==> src/rtl/blk_pkg.sv <==
package blk_pkg;
  typedef enum logic [2:0] {
    ST_IDLE  = 3'd0,
    ST_CBR   = 3'd1,
    ST_REF   = 3'd2,
    ST_ROW   = 3'd3,
    ST_BURST = 3'd4
  } blk_state_t;
endpackage

==> src/rtl/blk_edge_sync.sv <==
module blk_edge_sync #(
  parameter int STAGES = 2
) (
  input  logic clk,
  input  logic rst_n,
  input  logic strobe_n,
  output logic fell,
  output logic rose
);
  logic [STAGES-1:0] sync_q;
  logic              last_q;

  always_ff @(posedge clk or negedge rst_n) begin
    if (!rst_n) begin
      sync_q <= '1;
      last_q <= 1'b1;
    end else begin
      sync_q <= {sync_q[STAGES-2:0], strobe_n};
      last_q <= sync_q[STAGES-1];
    end
  end

  assign fell = last_q && !sync_q[STAGES-1];
  assign rose = !last_q && sync_q[STAGES-1];
endmodule

==> src/rtl/blk_refresh_ctr.sv <==
module blk_refresh_ctr #(
  parameter int NUM_ROWS = 290
) (
  input  logic                        clk,
  input  logic                        rst_n,
  input  logic                        step,
  output logic [$clog2(NUM_ROWS)-1:0] row
);
  localparam int RW = $clog2(NUM_ROWS);

  function automatic logic [RW-1:0] next_row(input logic [RW-1:0] cur);
    return (cur == RW'(NUM_ROWS - 1)) ? '0 : cur + 1'b1;
  endfunction

  always_ff @(posedge clk or negedge rst_n) begin
    if (!rst_n)    row <= '0;
    else if (step) row <= next_row(row);
  end
endmodule

==> src/rtl/blk_access_ctrl.sv <==
module blk_access_ctrl
  import blk_pkg::*;
#(
  parameter int ADDR_W    = 10,
  parameter int DATA_W    = 12,
  parameter int BURST_LEN = 8,
  parameter int NUM_ROWS  = 290,
  parameter int SETUP_CYC = 4
) (
  input  logic                        clk,
  input  logic                        rst_n,
  input  logic                        mode_blk,
  input  logic                        ras_n,
  input  logic                        cas_n,
  input  logic [ADDR_W-1:0]           addr,
  input  logic                        we_lo_n,
  input  logic                        we_hi_n,
  input  logic                        rd_en_n,
  input  logic [DATA_W-1:0]           dq_in,
  input  logic                        self_ref_busy,
  input  logic [DATA_W-1:0]           arr_rdata,
  output logic [DATA_W-1:0]           dq_out,
  output logic                        dq_oe,
  output logic                        wait_n,
  output logic                        fifo_block,
  output logic                        arr_bank,
  output logic [ADDR_W-2:0]           arr_row,
  output logic [ADDR_W-1:0]           arr_col,
  output logic [DATA_W-1:0]           arr_wdata,
  output logic                        arr_wr,
  output logic                        arr_rd,
  output logic                        arr_commit,
  output logic                        arr_refresh,
  output logic [$clog2(NUM_ROWS)-1:0] arr_ref_row
);
  localparam int IDX_W = $clog2(BURST_LEN);
  localparam int CNT_W = $clog2(SETUP_CYC + 1);

  // column of burst word idx: wraps inside the aligned group of the start
  function automatic logic [ADDR_W-1:0] burst_col(input logic [ADDR_W-1:0] base,
                                                  input logic [IDX_W-1:0]  idx);
    logic [IDX_W-1:0] low;
    low = base[IDX_W-1:0] + idx;
    return {base[ADDR_W-1:IDX_W], low};
  endfunction

  blk_state_t        state;
  logic [ADDR_W-2:0] row_q;
  logic [ADDR_W-1:0] col_q;
  logic              is_wr;
  logic              bank_q;
  logic [CNT_W-1:0]  setup_cnt;
  logic [IDX_W:0]    wcnt;

  logic ras_fall, ras_rise, cas_fall, cas_rise;
  logic wait_free, xfer_ev, ref_step, in_access;

  blk_edge_sync #(.STAGES(2)) u_ras_sync (
    .clk(clk), .rst_n(rst_n), .strobe_n(ras_n), .fell(ras_fall), .rose(ras_rise));
  blk_edge_sync #(.STAGES(2)) u_cas_sync (
    .clk(clk), .rst_n(rst_n), .strobe_n(cas_n), .fell(cas_fall), .rose(cas_rise));

  blk_refresh_ctr #(.NUM_ROWS(NUM_ROWS)) u_ref_ctr (
    .clk(clk), .rst_n(rst_n), .step(ref_step), .row(arr_ref_row));

  // named internal events
  assign wait_free = (setup_cnt == '0) && !self_ref_busy;
  assign in_access = (state == ST_ROW) || (state == ST_BURST);
  assign xfer_ev   = mode_blk && (state == ST_BURST) && cas_fall && wait_free
                     && !ras_rise && (wcnt < (IDX_W+1)'(BURST_LEN));
  assign ref_step  = mode_blk && (state == ST_REF) && ras_rise;

  assign wait_n     = !mode_blk || wait_free;
  assign fifo_block = mode_blk && in_access;
  assign dq_oe      = mode_blk && (state == ST_BURST) && !is_wr && !rd_en_n;
  assign arr_bank   = bank_q;
  assign arr_row    = row_q;
  assign arr_col    = burst_col(col_q, wcnt[IDX_W-1:0]);
  assign arr_wdata  = dq_in;
  assign arr_wr     = xfer_ev && is_wr;
  assign arr_rd     = xfer_ev && !is_wr;

  always_ff @(posedge clk or negedge rst_n) begin
    if (!rst_n) begin
      state       <= ST_IDLE;
      row_q       <= '0;
      col_q       <= '0;
      is_wr       <= 1'b0;
      bank_q      <= 1'b0;
      setup_cnt   <= '0;
      wcnt        <= '0;
      dq_out      <= '0;
      arr_commit  <= 1'b0;
      arr_refresh <= 1'b0;
    end else begin
      arr_commit  <= 1'b0;
      arr_refresh <= 1'b0;
      if (setup_cnt != '0) setup_cnt <= setup_cnt - 1'b1;
      if (!mode_blk) begin
        state     <= ST_IDLE;
        setup_cnt <= '0;
      end else begin
        unique case (state)
          ST_IDLE: begin
            if (ras_fall) begin
              state     <= ST_ROW;
              row_q     <= addr[ADDR_W-2:0];
              is_wr     <= !(we_lo_n && we_hi_n);
              bank_q    <= (!(we_lo_n && we_hi_n)) ? we_lo_n : addr[ADDR_W-1];
              setup_cnt <= CNT_W'(SETUP_CYC);
            end else if (cas_fall) begin
              state <= ST_CBR;
            end
          end
          ST_CBR: begin
            if (ras_fall) begin
              state       <= ST_REF;
              arr_refresh <= 1'b1;
            end else if (cas_rise) begin
              state <= ST_IDLE;
            end
          end
          ST_REF: begin
            if (ras_rise) state <= ST_IDLE;
          end
          ST_ROW: begin
            if (ras_rise) begin
              state <= ST_IDLE;
            end else if (cas_fall && wait_free) begin
              state     <= ST_BURST;
              col_q     <= addr;
              wcnt      <= '0;
              setup_cnt <= CNT_W'(SETUP_CYC);
            end
          end
          ST_BURST: begin
            if (ras_rise) begin
              state      <= ST_IDLE;
              arr_commit <= is_wr && (wcnt != '0);
            end else if (xfer_ev) begin
              wcnt <= wcnt + 1'b1;
              if (!is_wr) dq_out <= arr_rdata;
            end
          end
          default: state <= ST_IDLE;
        endcase
      end
    end
  end
endmodule

==> config.mk <==
export PLATFORM = sky130hd
export DESIGN_NAME = blk_access_ctrl
export DESIGN_NICKNAME = d
export VERILOG_FILES = /design/src/rtl/blk_pkg.sv /design/src/rtl/blk_edge_sync.sv /design/src/rtl/blk_refresh_ctr.sv /design/src/rtl/blk_access_ctrl.sv
export SDC_FILE = /design/constraint.sdc
export NUM_CORES = 1
export LEC_CHECK = 0
export ABC_AREA = 1
export BUFFER_PORTS_ARGS = -buffer_cell sky130_fd_sc_hd__clkbuf_2
export CAP_MARGIN = 30
export CORE_MARGIN = 2
export CORE_UTILIZATION = 50
export CTS_CLUSTER_DIAMETER = 120
export DETAILED_ROUTE_END_ITERATION = 10
export GPL_ROUTABILITY_DRIVEN = 1
export HOLD_SLACK_MARGIN = 0.06
export PLACE_DENSITY = 0.88
export SETUP_SLACK_MARGIN = 0.15
export SYNTH_ARGS = -nofsm -noshare
export SYNTH_HDL_FRONTEND = slang
export SYNTH_SLANG_ARGS = --single-unit
export TNS_END_PERCENT = 20
==> constraint.sdc <==
create_clock -name clk -period 2.2 [get_ports clk]
set_input_delay 0.44 -clock clk [delete_from_list [all_inputs] [get_ports clk]]
set_output_delay 0.44 -clock clk [all_outputs]
set_load 0.05 [all_outputs]
Word level (Yosys, flattened, before mapping)
Cells that the tools add are included.
Widths: inputs -> output; s select.
- add/sub/neg operators: 4
- $lt $le $gt $ge: 1
- equality and inequality tests: 13
- muxes and demuxes: 28
- bitwise logic cells: 2
- reductions and logical operators: 43
- operators with widths (cell ; count):
    $mux 3 ; 13
    $logic_and 1x1->1 ; 20
    $mux 4 ; 4
    $pmux 3 s4 ; 1
    $logic_not 1->1 ; 10
    $add 9x1->9 const B ; 1
    $eq 9x9->1 const B ; 1
    $mux 9 ; 1
    $ne 4x4->1 const B ; 2
    $pmux 4 s2 ; 1
    $reduce_and 4->1 ; 2
    $mux 1 ; 7
    $eq 3x2->1 const B ; 2
    $logic_not 3->1 ; 2
    $ne 2x2->1 const B ; 3
    $pmux 3 s2 ; 1
    $reduce_and 6->1 ; 1
    $reduce_and 5->1 ; 1
    $add 4x1->4 const B ; 1
    $lt 4x4->1 const B ; 1
    $ne 4x3->1 const B ; 1
    $reduce_bool 4->1 ; 1
    $add 3x3->3 ; 1
    $eq 3x1->1 const B ; 1
    10 further kinds ; 12
- register bits: 60
- input port bits: 43
- output and inout bits: 60
- word-level logic and storage cells: 106

Depth between registers and ports, before layout
Gate-level depths: netlist of the first run.
- depth after elaboration: 9
- depth in mapped cells: 11
- mapped depth without buffers: 10

Hierarchy
Synthesis of the first run repeated with hierarchy kept, for this count alone.
- cells, all modules: 364
- area, all modules: 3088.0 um^2
- modules (own cells, without submodules) (module ; times used ; cells an instance ; area an instance (um^2) ; seq. area each (um^2)):
    blk_access_ctrl ; 1 ; 277 ; 2386.0 ; 1126.1
    blk_refresh_ctr ; 1 ; 73 ; 514.2 ; 225.2
    blk_edge_sync ; 2 ; 7 ; 93.8 ; 78.8

Worst setup path after synthesis of the first run
Ideal clock, no wire load.
- path type: register to output
- start: register setup_cnt[0]
- end: output port arr_wr
- arrival: 2035 ps
- data required time: 1760 ps
- setup slack: -275 ps
- stages on the path, launching flop included: 7
- path buffers: 0
- cells stage by stage: dfrtp_1 inv_1 ha_1 nand2_2 nor2_2 nand3_1 nor3_1
- longest elaborated chain between the ends: 6
- ends and longest elaborated chain (what ; line ; source):
    from (decl) ; blk_access_ctrl.sv:52 ; logic [CNT_W-1:0] setup_cnt;
    from (signal assigned) ; blk_access_ctrl.sv:98 ; if (setup_cnt != '0) setup_cnt <= setup_cnt - 1'b1;
    from (signal assigned) ; blk_access_ctrl.sv:110 ; setup_cnt <= CNT_W'(SETUP_CYC);
    from (signal assigned) ; blk_access_ctrl.sv:133 ; setup_cnt <= CNT_W'(SETUP_CYC);
    $logic_not 3->1 ; blk_access_ctrl.sv:67 ; assign wait_free = (setup_cnt == '0) && !self_ref_busy;
    $logic_and 1x1->1 ; blk_access_ctrl.sv:67 ;
    $logic_and 1x1->1 ; blk_access_ctrl.sv:69 ; assign xfer_ev = mode_blk && (state == ST_BURST) && cas_fall && wait_free
    $logic_and 1x1->1 (2 in series) ; blk_access_ctrl.sv:70 ; && !ras_rise && (wcnt < (IDX_W+1)'(BURST_LEN));
    $logic_and 1x1->1 ; blk_access_ctrl.sv:80 ; assign arr_wr = xfer_ev && is_wr;
    to (decl) ; blk_access_ctrl.sv:30 ; output logic arr_wr,
Every way passes these cells.

Final worst setup path of the first run
- start: register col_q[0]
- end: output port arr_col[2]
- longest elaborated chain between the ends: 1
- ends and longest elaborated chain (what ; line ; source):
    from (decl) ; blk_access_ctrl.sv:49 ; logic [ADDR_W-1:0] col_q;
    from (signal assigned) ; blk_access_ctrl.sv:131 ; col_q <= addr;
    $add 3x3->3 ; blk_access_ctrl.sv:43 ; low = base[IDX_W-1:0] + idx;
    to (decl) ; blk_access_ctrl.sv:28 ; output logic [ADDR_W-1:0] arr_col,
Every way passes these cells.

==> metrics, run 1 <==
CTS Hold Buffers Added=0; CP max FO=2; top-area cell type share of the netlist area=44.8%; DR pass1 iterations=5; Sink Count=60; max-slew violation count=0; run status=complete, but fails checks; Post-Syn Area=0.00302 mm^2; Die ar.=0.00667 mm^2; Final Skew=0.00370 ns; Seq pwr share=38.1%; largest net degree at the start of global routing=28; net count after synthesis=399; Final WS setup=-0.00803 ns; placed insts=483; flops & latches, synth=60; number of global-route vias before repair=2428; HPWL Detailed=4.57 mm; die width=81.7 um; all-layer global routing usage=21.1%; RSZ-0062 raised after global routing=true; register area=0.00151 mm^2; DR DRC count=0; Vias/cell=4.95; GRT Residual Overflow=0; Slew headroom=66.0%; clock buffer depth=2; Top Ports=103; Yosys top cell by area=dfrtp_1; die height=81.7 um; Final GP Congestion=0.828; Critical Path AT=1.77 ns; switch share=36.6%; crit path time final=2.21 ns; internal power=2.31 mW; via count=2491; crit path launch type=flop; 1st-iter DRT viols=114; # rows=28; Total Power=3.65 mW; starting density of the core=51.2%; number of fillers in the final layout=506; Core Util, Final=64.4%; P per Cell Area=962 mW/mm^2; post-route clock period utilization=100%; I/O Buffers=78; Routed Antenna Nets=0; static leakage=2.06 nW; Ys Warns=0; actual slew at the worst max-slew pin=0.509 ns; Crit Path Class=flop to output port; Total Neg Setup Slack=-0.00803 ns; Final setup viols=1; Final Hold Fails=0; maximum vdd drop=0.654 mV; Place WS=0.100 ns; Core Region=0.00589 mm^2; first-pass GRT wire length=10.6 mm; cts bufs inserted=9; WP data required=1.76 ns; clock slew at reported path FFs=0.06 ns; Final Net Count=474; ant diodes=0; Critical Path End Type=output port; CTS tree=built; failing checks=negative setup slack; DR WL/cell=12.9 um; Avg Cell Area, Syn=8.66 um^2; synth top area cells=dfrtp_1 (45%), nand2_1 (12%), dfstp_2 (5.2%); Detailed Route WL=6.48 mm; Finished Layout Cells=503; Hold/Removal Path Class=input pin to async pin; Post-Synthesis Cells=348; clock network power share=31.7%; area occupied by multi-input gates=0.00124 mm^2; Clock Tree Root=clkbuf_8; Comb power frac=30.2%; CTS H-tree lvls=3; max_cap viols=0; NetSw=1.33 mW; worst-skew pair later-pin latency=0.33 ns; initial antenna violation count=0; maximum operating frequency=453 MHz; count of cell types in the netlist=34; layout cells sized above 1=34.3%; Area Growth Syn to Fin=25.7%; sequential fraction of the synthesis area=50.0%
[cells by family after synthesis]
group | synth area share, %
compound gates | 7.05
fa+ha+maj | 3.57
simple gates | 25.8
buf+inv | 11.2
flops | 50.0
xor+xnor | 2.32
[per-layer routing]
metal  share of wire, %  wire length (um)  GRT usage (%)
met5                  0                 0              0
met2                 52              3340           36.4
met3                6.5               424           5.60
met1                 41              2650           24.7
met4               0.97                63           9.50
[area by class of cell]
| class | count | area share (%) |
|---|---|---|
| Tap cell | 75 | 2.48 |
| Sequential cell | 60 | 39.9 |
| Inverter | 44 | 4.42 |
| Timing Repair Buffer | 88 | 14.5 |
| Multi-Input combinational cell | 220 | 32.7 |
| Clock inverter | 5 | 2.64 |
| Clock buffer | 11 | 3.47 |
[cell usage in the layout, fill, tap and decap left out, drive strengths merged]
cell type | synthesis | layout
a2111oi | 1 | 1
a21oi | 6 | 6
a31oi | 1 | 1
buf | 24 | 13
bufinv | 0 | 3
clkbuf | 0 | 86
clkinv | 0 | 2
dfrtp | 54 | 54
dfstp | 6 | 6
fa | 1 | 1
ha | 7 | 7
inv | 44 | 44
nand2 | 105 | 105
nand3 | 20 | 20
nand3b | 1 | 1
nand4 | 6 | 6
nor2 | 25 | 25
nor3 | 8 | 8
nor3b | 1 | 1
o211ai | 1 | 1
o21ai | 27 | 27
o21bai | 1 | 1
o22ai | 1 | 1
xnor2 | 2 | 2
xor2 | 6 | 6
[path summary, 6_finish.rpt]
kind,startpoint,to,slack (ns),cells after the start
max in group asynchronous,rst_n,u_cas_sync.sync_q[0],1.46,2
max,col_q[0],arr_col[2],-0.008,6
max reg2reg,setup_cnt[1],wcnt[1],0.42,9
min reg2reg,u_cas_sync.sync_q[0],u_cas_sync.sync_q[1],0.35,0
min,rst_n,col_q[1],0.07,1
min in group clk,ras_n,u_ras_sync.sync_q[0],0.19,1
[Yosys cell counts]
cell	number
o21bai_1	1
buf_6	1
ha_1	7
nor2_1	17
a31oi_1	1
o211ai_1	1
nand4_1	6
buf_4	19
nand2_1	99
o21ai_1	11
nor3_1	6
nor3b_2	1
dfrtp_1	54
nand3_1	16
o22ai_1	1
nand2_2	5
fa_1	1
nor3_4	1
buf_2	4
nor2_4	3
nor2_2	5
nor3_2	1
a21oi_1	5
nand3b_1	1
nand2_4	1
dfstp_2	6
nand3_2	4
a2111oi_0	1
inv_2	4
inv_1	40
xnor2_1	2
xor2_1	6
o21ai_0	16
a21oi_4	1
[per-stage QoR]
stage | cell area, um^2 | hold slack [ns]
2_1_floorplan | 3030 | 0.144
3_3_place_gp | 3390 | 0.347
3_5_place_dp | 3390 | 0.348
4_1_cts | 3770 | 0.0749
5_1_grt | 3790 | 0.0932
6_report | 3790 | 0.0706
[timing repair]
| item | in CTS | in global routing |
|---|---|---|
| gates resized for setup | 28 | 7 |
| pin swaps | 5 | 3 |
| setup endpoints to repair | 6 | 7 |
| buffers inserted | 3 | 1 |
[power by group through the flow]
stage	registers [mW]	logic [mW]	clock network [mW]
floorplan	1.72	0.530	0
global placement	1.39	1.02	0
detailed placement	1.40	1.05	0
CTS	1.39	1.10	1.18
global route	1.41	1.19	1.23
finish	1.39	1.10	1.15
[registers in the layout (all words and copies together), names as in the netlist]
signal / cells
u_ref_ctr.row: 9
setup_cnt: 3
arr_row: 9
wcnt: 4
arr_commit: 1
is_wr: 1
arr_refresh: 1
state: 3
u_cas_sync.sync_q: 2
col_q: 10
arr_bank: 1
u_ras_sync.last_q: 1
dq_out: 12
u_ras_sync.sync_q: 2
u_cas_sync.last_q: 1
[worst max-delay path, stage by stage, from the launching register on]
cell      delay (ns)
dfrtp_1         0.35
ha_1            0.16
inv_2           0.04
fa_2            0.35
xnor2_2         0.15
xor2_1          0.18
clkbuf_8        0.21
Note: power is estimated with default switching activity, not from simulation.
==> run 2, diff against run 1 <==
RECOVER_POWER = 25   (was default)
==> run 2 against run 1 <==
The run still ends with negative setup slack left; routed wire length down 0.40%; critical path depth unchanged; die area unchanged; via count about the same; clock power barely moved; clock skew barely moved; combinational power is essentially flat; sequential share of layout area is 0.19 points higher; largest cell class unchanged.
==> metrics, run 2 (synthesized netlist as in run 1, its figures left out) <==
run status=complete, but fails checks; failing checks=negative setup slack; RSZ-0062 raised after global routing=true; M3 GR Usage=5.60%; Comb power frac=30.1%; number of global-route vias before repair=2428; # rows=28; max-slew violation count=0; CP peak stage delay=0.35 ns; Area Growth Syn to Fin=25.1%; Final GP Congestion=0.828; Seq pwr share=38.2%; Slew headroom=32.9%; clock network power share=31.7%; Worst Hold Launch=ras_n; actual slew at the worst max-slew pin=1.01 ns; via count=2493; Final Net Count=474; Clock Tree Root=clkbuf_8; static leakage=2.05 nW; Die ar.=0.00667 mm^2; I/O Buffers=78; Finished Layout Cells=503; max_cap viols=0; Sink Count=60; clock slew at reported path FFs=0.06 ns; Detailed Route WL=6.46 mm; commonest non-fill, non-tap cell in the layout=nand2_1; Final WS setup=-0.00658 ns; largest net degree at the start of global routing=28; Final Skew=0.00371 ns; Core Region=0.00589 mm^2; Critical Path End Type=output port; layout cells sized above 1=33.9%; DR pass1 iterations=4; worst-skew pair later-pin latency=0.33 ns; CP max-delay cell=dfrtp_1; DR WL/cell=12.8 um; HPWL Detailed=4.57 mm; Crit Path Class=flop to output port; maximum operating frequency=453 MHz; ordered cell list for the critical path=ha_1 > inv_2 > fa_2 > xnor2_2 > xor2_1 > clkbuf_8; maximum vdd drop=0.653 mV; Largest regs=dq_out: 12 flops, col_q: 10 flops; 1st-iter DRT viols=107; WP data required=1.76 ns; Final Hold Fails=0; GRT met2 Usage=36.4%; post-route clock period utilization=100%; R2R Path Start=setup_cnt[1]; GRT busiest layer=met2; grt met1 use=24.7%; commonest cells after routing, fill and taps aside=nand2_1 (98), clkbuf_2 (70), dfrtp_1 (52), inv_1 (36), nor2_1 (17); NetSw=1.33 mW; largest reg by FF count=dq_out; placed insts=483; P per Cell Area=965 mW/mm^2; Top Ports=103; CP max FO=2; starting density of the core=51.2%; Vias/cell=4.96; max reg flops=12; internal power=2.31 mW; Hold/Removal Path Class=input pin to flop; ant diodes=0; die height=81.7 um; Total Neg Setup Slack=-0.00658 ns; cts bufs inserted=9; CTS H-tree lvls=3; GRT Residual Overflow=0; initial antenna violation count=0; Core Util, Final=64.1%; crit path launch type=flop; Final setup viols=1; Critical Path AT=1.77 ns; Routed Antenna Nets=0; first-pass GRT wire length=10.6 mm; all-layer global routing usage=21.1%; clock buffer depth=2; Critical Path Source=col_q[0]; DR DRC count=0; crit path time final=2.21 ns; switch share=36.6%; die width=81.7 um; CTS tree=built
-- run 2: changes by cell type in the layout (fill, tap and decap cells not counted) --
cell	change
clkbuf_2	-1
clkbuf_1	+2
buf_12	-1
-- run 2: metrics by stage --
step | hold slack [ns] | instance area (um^2) | setup slack (ns) | power, mW
global placement | 0.347 | 3390 | 0.165 | 2.41
global route | 0.167 | 3770 | -0.0915 | 3.83
detailed placement | 0.348 | 3390 | 0.100 | 2.45
CTS | 0.0749 | 3770 | -0.0346 | 3.67
floorplan | 0.144 | 3030 | -0.142 | 2.25
finish | 0.190 | 3770 | -0.00658 | 3.64
-- run 2: power groups by stage --
stage	Clock, mW	Combinational, mW	Sequential (mW)
after detailed placement	0	1.05	1.40
after floorplan	0	0.530	1.72
after global routing	1.23	1.19	1.41
final	1.15	1.10	1.39
after CTS	1.18	1.10	1.39
after global placement	0	1.02	1.39
-- run 2: layout make-up --
type                       instances  area, um^2
clock buffer                      11         131
clock inverter                     5         100
fill                             510        2110
inverter                          44         168
multi-input combinational        220        1240
sequential                        60        1510
tap                               75        93.8
timing repair buffer              88         531
-- run 2: worst paths after layout --
kind / depth (start not counted) / end / slack, ns
max in group asynchronous: 2 / state[0] / 0.71
worst min-delay path: 1 / u_ras_sync.sync_q[0] / 0.19
min in group asynchronous: 1 / col_q[1] / 0.26
worst max-delay path: 6 / arr_col[2] / -0.007
worst min register to register: 0 / u_cas_sync.sync_q[1] / 0.35
worst max register to register: 9 / wcnt[1] / 0.43
-- run 2: repair_timing --
item	CTS	global route
hold buffers	0	0
gates resized for setup	28	7
pin swaps	5	3
endpoints found under the setup margin	6	7
endpoints found under the hold margin	0	0
setup buffers	3	1
-- run 2: per-layer routing --
| layer | up-vias | share of wire, % |
|---|---|---|
| met5 | - | 0 |
| li1 | 1233 | - |
| met4 | 0 | 1.2 |
| met1 | 1159 | 41 |
| met3 | 13 | 6.3 |
| met2 | 88 | 52 |
-- run 2: worst max-delay path: cells and delay by family (launching register included) --
family | cells | cell delay, ns
adders and majority gates | 2 | 0.51
DFF | 1 | 0.35
xor gates and xnor gates | 2 | 0.33
buffers and inverters | 2 | 0.25
